[src/rtl/stamp_pkg.sv]
package stamp_pkg;
  localparam int unsigned STAMP_TS_W  = 32;
  localparam int unsigned STAMP_OP_W  = 8;
  localparam logic [7:0]  STAMP_OPCODE = 8'hE7;
endpackage

[src/rtl/stamp_timebase.sv]
module stamp_timebase #(
  parameter int unsigned W = 32
) (
  input  logic         clk,
  input  logic         rst,
  output logic [W-1:0] now
);
  always_ff @(posedge clk) begin
    if (rst) now <= '0;
    else     now <= now + 1'b1;
  end
endmodule

[src/rtl/stamp_prescaler.sv]
module stamp_prescaler #(
  parameter int unsigned W = 16
) (
  input  logic         clk,
  input  logic         rst,
  input  logic [W-1:0] reload,
  output logic         tick
);
  localparam logic [W-1:0] ONE = {{(W-1){1'b0}}, 1'b1};
  logic [W-1:0] phase_q;
  logic         enabled;

  assign enabled = (reload != '0);
  // a shrunk period takes effect at once: any phase at or past the end fires
  assign tick    = enabled && (phase_q >= (reload - ONE));

  always_ff @(posedge clk) begin
    if (rst || !enabled || tick) phase_q <= '0;
    else                         phase_q <= phase_q + ONE;
  end
endmodule

[src/rtl/stamp_trigger.sv]
module stamp_trigger #(
  parameter int unsigned N_EXT = 4
) (
  input  logic             tick,
  input  logic [N_EXT-1:0] ext_trig,
  input  logic [N_EXT:0]   trig_sel,
  output logic             fire
);
  logic [N_EXT:0] hits;

  assign hits[0] = tick & trig_sel[0];
  for (genvar i = 0; i < N_EXT; i++) begin : g_ext
    assign hits[i+1] = ext_trig[i] & trig_sel[i+1];
  end

  assign fire = |hits;
endmodule

[src/rtl/stamp_merge.sv]
module stamp_merge #(
  parameter int unsigned TS_W   = 32,
  parameter int unsigned OP_W   = 8,
  parameter logic [OP_W-1:0] OPCODE = '1
) (
  input  logic                 clk,
  input  logic                 rst,
  input  logic                 fire,
  input  logic [TS_W-1:0]      now,
  input  logic                 in_valid,
  input  logic [OP_W+TS_W-1:0] in_data,
  output logic                 in_ready,
  input  logic                 out_ready,
  output logic                 out_valid,
  output logic [OP_W+TS_W-1:0] out_data,
  output logic                 pend,
  output logic [TS_W-1:0]      cap
);
  logic slot_free, take;

  assign slot_free = !out_valid || out_ready;
  assign take      = slot_free && pend;
  assign in_ready  = slot_free && !pend;

  always_ff @(posedge clk) begin
    if (rst) begin
      pend <= 1'b0;
      cap  <= '0;
    end else if (fire && (!pend || take)) begin
      pend <= 1'b1;
      cap  <= now;
    end else if (take) begin
      pend <= 1'b0;
    end
  end

  always_ff @(posedge clk) begin
    if (rst) begin
      out_valid <= 1'b0;
      out_data  <= '0;
    end else if (slot_free) begin
      if (pend) begin
        out_valid <= 1'b1;
        out_data  <= {OPCODE, cap};
      end else if (in_valid) begin
        out_valid <= 1'b1;
        out_data  <= in_data;
      end else begin
        out_valid <= 1'b0;
      end
    end
  end
endmodule

[src/rtl/stamp_inject.sv]
module stamp_inject #(
  parameter int unsigned TS_W   = stamp_pkg::STAMP_TS_W,
  parameter int unsigned OP_W   = stamp_pkg::STAMP_OP_W,
  parameter int unsigned PRE_W  = 16,
  parameter int unsigned N_EXT  = 4,
  parameter logic [OP_W-1:0] OPCODE = stamp_pkg::STAMP_OPCODE
) (
  input  logic                 clk,
  input  logic                 rst,
  input  logic                 in_valid,
  input  logic [OP_W+TS_W-1:0] in_data,
  output logic                 in_ready,
  input  logic                 out_ready,
  output logic                 out_valid,
  output logic [OP_W+TS_W-1:0] out_data,
  input  logic [PRE_W-1:0]     prescale,
  input  logic [N_EXT:0]       trig_sel,
  input  logic [N_EXT-1:0]     ext_trig
);
  logic [TS_W-1:0] now;
  logic            tick;
  logic            fire;
  logic            ts_pend;
  logic [TS_W-1:0] ts_cap;

  stamp_timebase #(.W(TS_W)) u_time (
    .clk(clk), .rst(rst), .now(now)
  );

  stamp_prescaler #(.W(PRE_W)) u_pre (
    .clk(clk), .rst(rst), .reload(prescale), .tick(tick)
  );

  stamp_trigger #(.N_EXT(N_EXT)) u_trig (
    .tick(tick), .ext_trig(ext_trig), .trig_sel(trig_sel), .fire(fire)
  );

  stamp_merge #(.TS_W(TS_W), .OP_W(OP_W), .OPCODE(OPCODE)) u_merge (
    .clk(clk), .rst(rst), .fire(fire), .now(now),
    .in_valid(in_valid), .in_data(in_data), .in_ready(in_ready),
    .out_ready(out_ready), .out_valid(out_valid), .out_data(out_data),
    .pend(ts_pend), .cap(ts_cap)
  );
endmodule

[config.mk]
export PLATFORM = sky130hd
export DESIGN_NAME = stamp_inject
export DESIGN_NICKNAME = d
export VERILOG_FILES = /design/src/rtl/stamp_pkg.sv /design/src/rtl/stamp_timebase.sv /design/src/rtl/stamp_prescaler.sv /design/src/rtl/stamp_trigger.sv /design/src/rtl/stamp_merge.sv /design/src/rtl/stamp_inject.sv
export SDC_FILE = /design/constraint.sdc
export NUM_CORES = 1
export LEC_CHECK = 0
export BUFFER_PORTS_ARGS = -buffer_cell sky130_fd_sc_hd__buf_2
export CAP_MARGIN = 20
export CORE_MARGIN = 10
export CORE_UTILIZATION = 58
export CTS_BUF_LIST = sky130_fd_sc_hd__clkbuf_2
export DETAILED_ROUTE_END_ITERATION = 10
export PLACE_DENSITY = 0.86
export SLEW_MARGIN = 20
export SYNTH_ARGS = -nofsm -noshare
export SYNTH_HDL_FRONTEND = slang
export SYNTH_SLANG_ARGS = --single-unit
[constraint.sdc]
create_clock -name clk -period 5.08 [get_ports clk]
set_clock_uncertainty 0.05 [all_clocks]
set_input_delay 1.016 -clock clk [delete_from_list [all_inputs] [get_ports clk]]
set_output_delay 1.016 -clock clk [all_outputs]
set_load 0.01 [all_outputs]
==> impl_results.md <==
- Status: completed
- Reg2reg start: u_merge.pend
- Top cell by count, worst path: ha_1
- Fmax: 252 MHz
- Initial DRC Count: 328
- R2R Setup Slk: 2510 ps
- # resized after CTS: 0
- Fill cells: 779
- Comb pwr share: 13.6%
- R2R Path End: u_merge.out_data[12]
- CTS tree: yes
- Lkg Pwr: 0.00283 µW
- Die area: 0.0145 mm²
- Setup ws final: around 1100 ps
- First-pass GRT wire length: 22.0 mm
- Top post-synthesis cells by count: dfxtp_1, nor2_1, nand2b_1, mux2i_1, a211oi_1
- Largest cells by area after synthesis: dfxtp_1, mux2i_1, nand2b_1
- Pins Over Slew Limit: 0
- Hpwl dp: between 9 and 10 mm
- Register area share after synthesis: 41.7%
- Via count: 4732
- Syn. warnings: 0
- Hold Path Class: reg -> reg
- Worst EP arrival: roughly 4500 ps
- Clk buf depth: 2
- Largest net degree at the start of global routing: 140
- Yosys top cell area share: between 40% and 50%
- Syn_nets: ~730
- Internal power: 1500 µW
- Routed Antenna Nets: 0
- Sw Share: 26.8%
- Hold Path Depth: 2
- Actual slew at the worst max-slew pin: 837 ps
- Core area: roughly 0.01 mm²
- WP buf/inv: 3
- Final Hold Fails: 0
- I/O Buffers: 110
- Initial antenna violation count: 0
- DRC violations left: 0
- Share of layout cells above drive strength 1: 20.8%
- Seq cells post-synth: about 120
- Delay-heaviest family, CP: simple AND/OR/NAND/NOR gates
- Sink Count: around 120
- Post-synthesis cell count: 638
- Die Y: between 100 and 150 µm
- CP cell instances: buf_2, inv_1, ha_1, nor4b_2, nand2_1, or4_1, xor2_1, ha_1, nand4_2, or2_0, o311a_1, a211oi_4, buf_12, mux2i_1
- GPL Wtd Cong: 0.928
- Post-synth EDFFs: 0
- FP Rows: 36
- Synth Flop Type: dfxtp_1
- Synth async-reset ratio: 0%
- Reg clk slew, reported paths: 160 ps
- Pwr dens: between 300 and 400 mW/mm²
- Total Nets Final: 826
- Setup crit end kind: flop
- Pre-CTS setup slack: about 480 ps
- Clk network pwr share: 36.6%
- Slowest stage delay, CP: 450 ps
- Hold path endpoint: u_merge.cap[1]
- Final TNS setup: 0 ps
- Drt total wl: 13.2 mm
- Vias in the first global route: 4894
- Mean Syn Cell Area: 9.17 µm²
- Required time worst endpoint: 5580 ps
- Synth area leader: dfxtp_1
- H-tree Lvls: 4
- Worst skew pair latency: 630 ps
- Max-cap check violation count: 0
- Peak supply drop: 0.000181 V
- Critical path's slowest cell: or4_1
- Register area: 0.00244 mm²
- N_diodes: 0
- Reg2reg path depth: 6
- Post-CTS Hold Buffers: 0
- Die W: about 120 µm
- Global Route Usage Sum: between 10% and 20%
- Gr ovfl total: 0
- Worst Setup Start Kind: primary input
- Vias per inst: approximately 5.4
- Area Overhead vs Synth: 16.0%
- Multi-input gate area in the final layout: around 0.0032 mm²
- RSZ-0062 raised after global routing: false
- Cts bufs inserted: 17
- Avg WL per Cell: 14.9 µm
- Initial Util: 59.6%
- Synth unique cells: 45
- Part of the cycle the worst path needs: 78.2%
- Count leader, synth: dfxtp_1
- Boundary Pins: ~110
- Mapped Area: 0.00585 mm²
- Hold Crit Start: u_merge.cap[1]
- Postcts setup bufs: 0
- Min Clock Period, post-route: just under 4000 ps
- Root Buffer: clkbuf_2
- Worst Path Class, Setup: in -> reg
- TritonRoute pass-1 iters: 7
- Relative slew slack: 44.2%
- Switch Pwr: approximately 550 µW
- Final setup violation count: 0
- Reg power frac: 49.8%
- Worst Path Max Fanout: 32
[power by group through the flow]
stage,Combinational [µW],Sequential [µW],Clock [µW]
after global routing,307,1020,807
after floorplan,168,1050,0
final,279,1020,749
after detailed placement,281,1040,0
after global placement,270,1040,0
after CTS,282,1020,763
[cells by family after synthesis]
kind of cell | count (synthesis) | synth area share [%]
AND/OR/NAND/NOR | 276 | 24.7
flip-flops | 122 | 41.7
multiplexers | 65 | 11.1
AO/OA/AOI/OAI | 63 | 7.83
XOR/XNOR | 49 | 7.34
buffers and inverters | 44 | 3.21
adder cells (fa/ha/maj) | 19 | 4.06
[worst reg2reg max path: cells and delay by family (launching register included)]
kind	cells	cell delay (ps)
DFF	1	350
and+or+nand+nor	3	810
AOI/OAI and AO/OA	1	250
buffers and inverters	2	1040
[layout by cell type, fill, tap and decap left out, types with 12 or more instances in the layout]
cell type / count
dfxtp_1: 121
buf_2: 109
nor2_1: 102
nand2b_1: 66
mux2i_1: 65
a211oi_1: 33
xor2_1: 27
nand2_1: 23
xnor2_1: 22
nor3_1: 21
ha_1: 19
clkbuf_2: 17
nand3_1: 15
nand4_1: 12
[how the worst max path moves through the flow]
| stage | startpoint | to | slack [ps] | depth (start not counted) |
|---|---|---|---|---|
| finish | prescale[0] | u_merge.cap[3] | 1110 | 14 |
| global route | prescale[0] | u_merge.cap[9] | 930 | 14 |
| CTS | prescale[0] | u_merge.cap[3] | 1160 | 14 |
| detailed placement | prescale[0] | u_merge.cap[3] | 480 | 14 |
| global placement | prescale[0] | u_merge.cap[17] | 680 | 14 |
| floorplan | prescale[0] | u_merge.cap[10] | 930 | 13 |
[final cells by class]
type	count	share of cell area (%)
Inverter	11	0.609
Multi-Input combinational cell	472	47.6
Sequential cell	122	36.0
Clock inverter	15	3.25
Clock buffer	17	1.25
Tap cell	133	2.45
Timing Repair Buffer	114	8.83
[stage by stage]
step | hold slack, ps | total power (µW) | instance area, µm² | utilization, % | cells
finish | 433 | 2050 | 6780 | 69.1 | 884
floorplan | 375 | 1220 | 5850 | - | 638
global route | 454 | 2140 | 6780 | 69.1 | 884
CTS | 430 | 2060 | 6780 | 69.0 | 884
global placement | 390 | 1310 | 6470 | 65.9 | 852
detailed placement | 400 | 1320 | 6470 | 65.9 | 852
[sequential cells by signal, indices dropped and copies added (netlist names)]
name / cells
u_time.now: 32
u_merge.cap: 32
u_merge.out_valid: 1
u_merge.pend: 1
u_pre.phase_q: 16
u_merge.out_data: 40
[metal layers]
metal / GRT usage [%] / up-vias / wire [µm]
met1: 20.7 / 2179 / 5860
met3: 5.82 / 11 / 712
li1: - / 2417 / -
met2: 30.3 / 125 / 6520
met5: 0 / - / 0
met4: 5.43 / 0 / 110
Note: power is estimated with default switching activity, not from simulation.
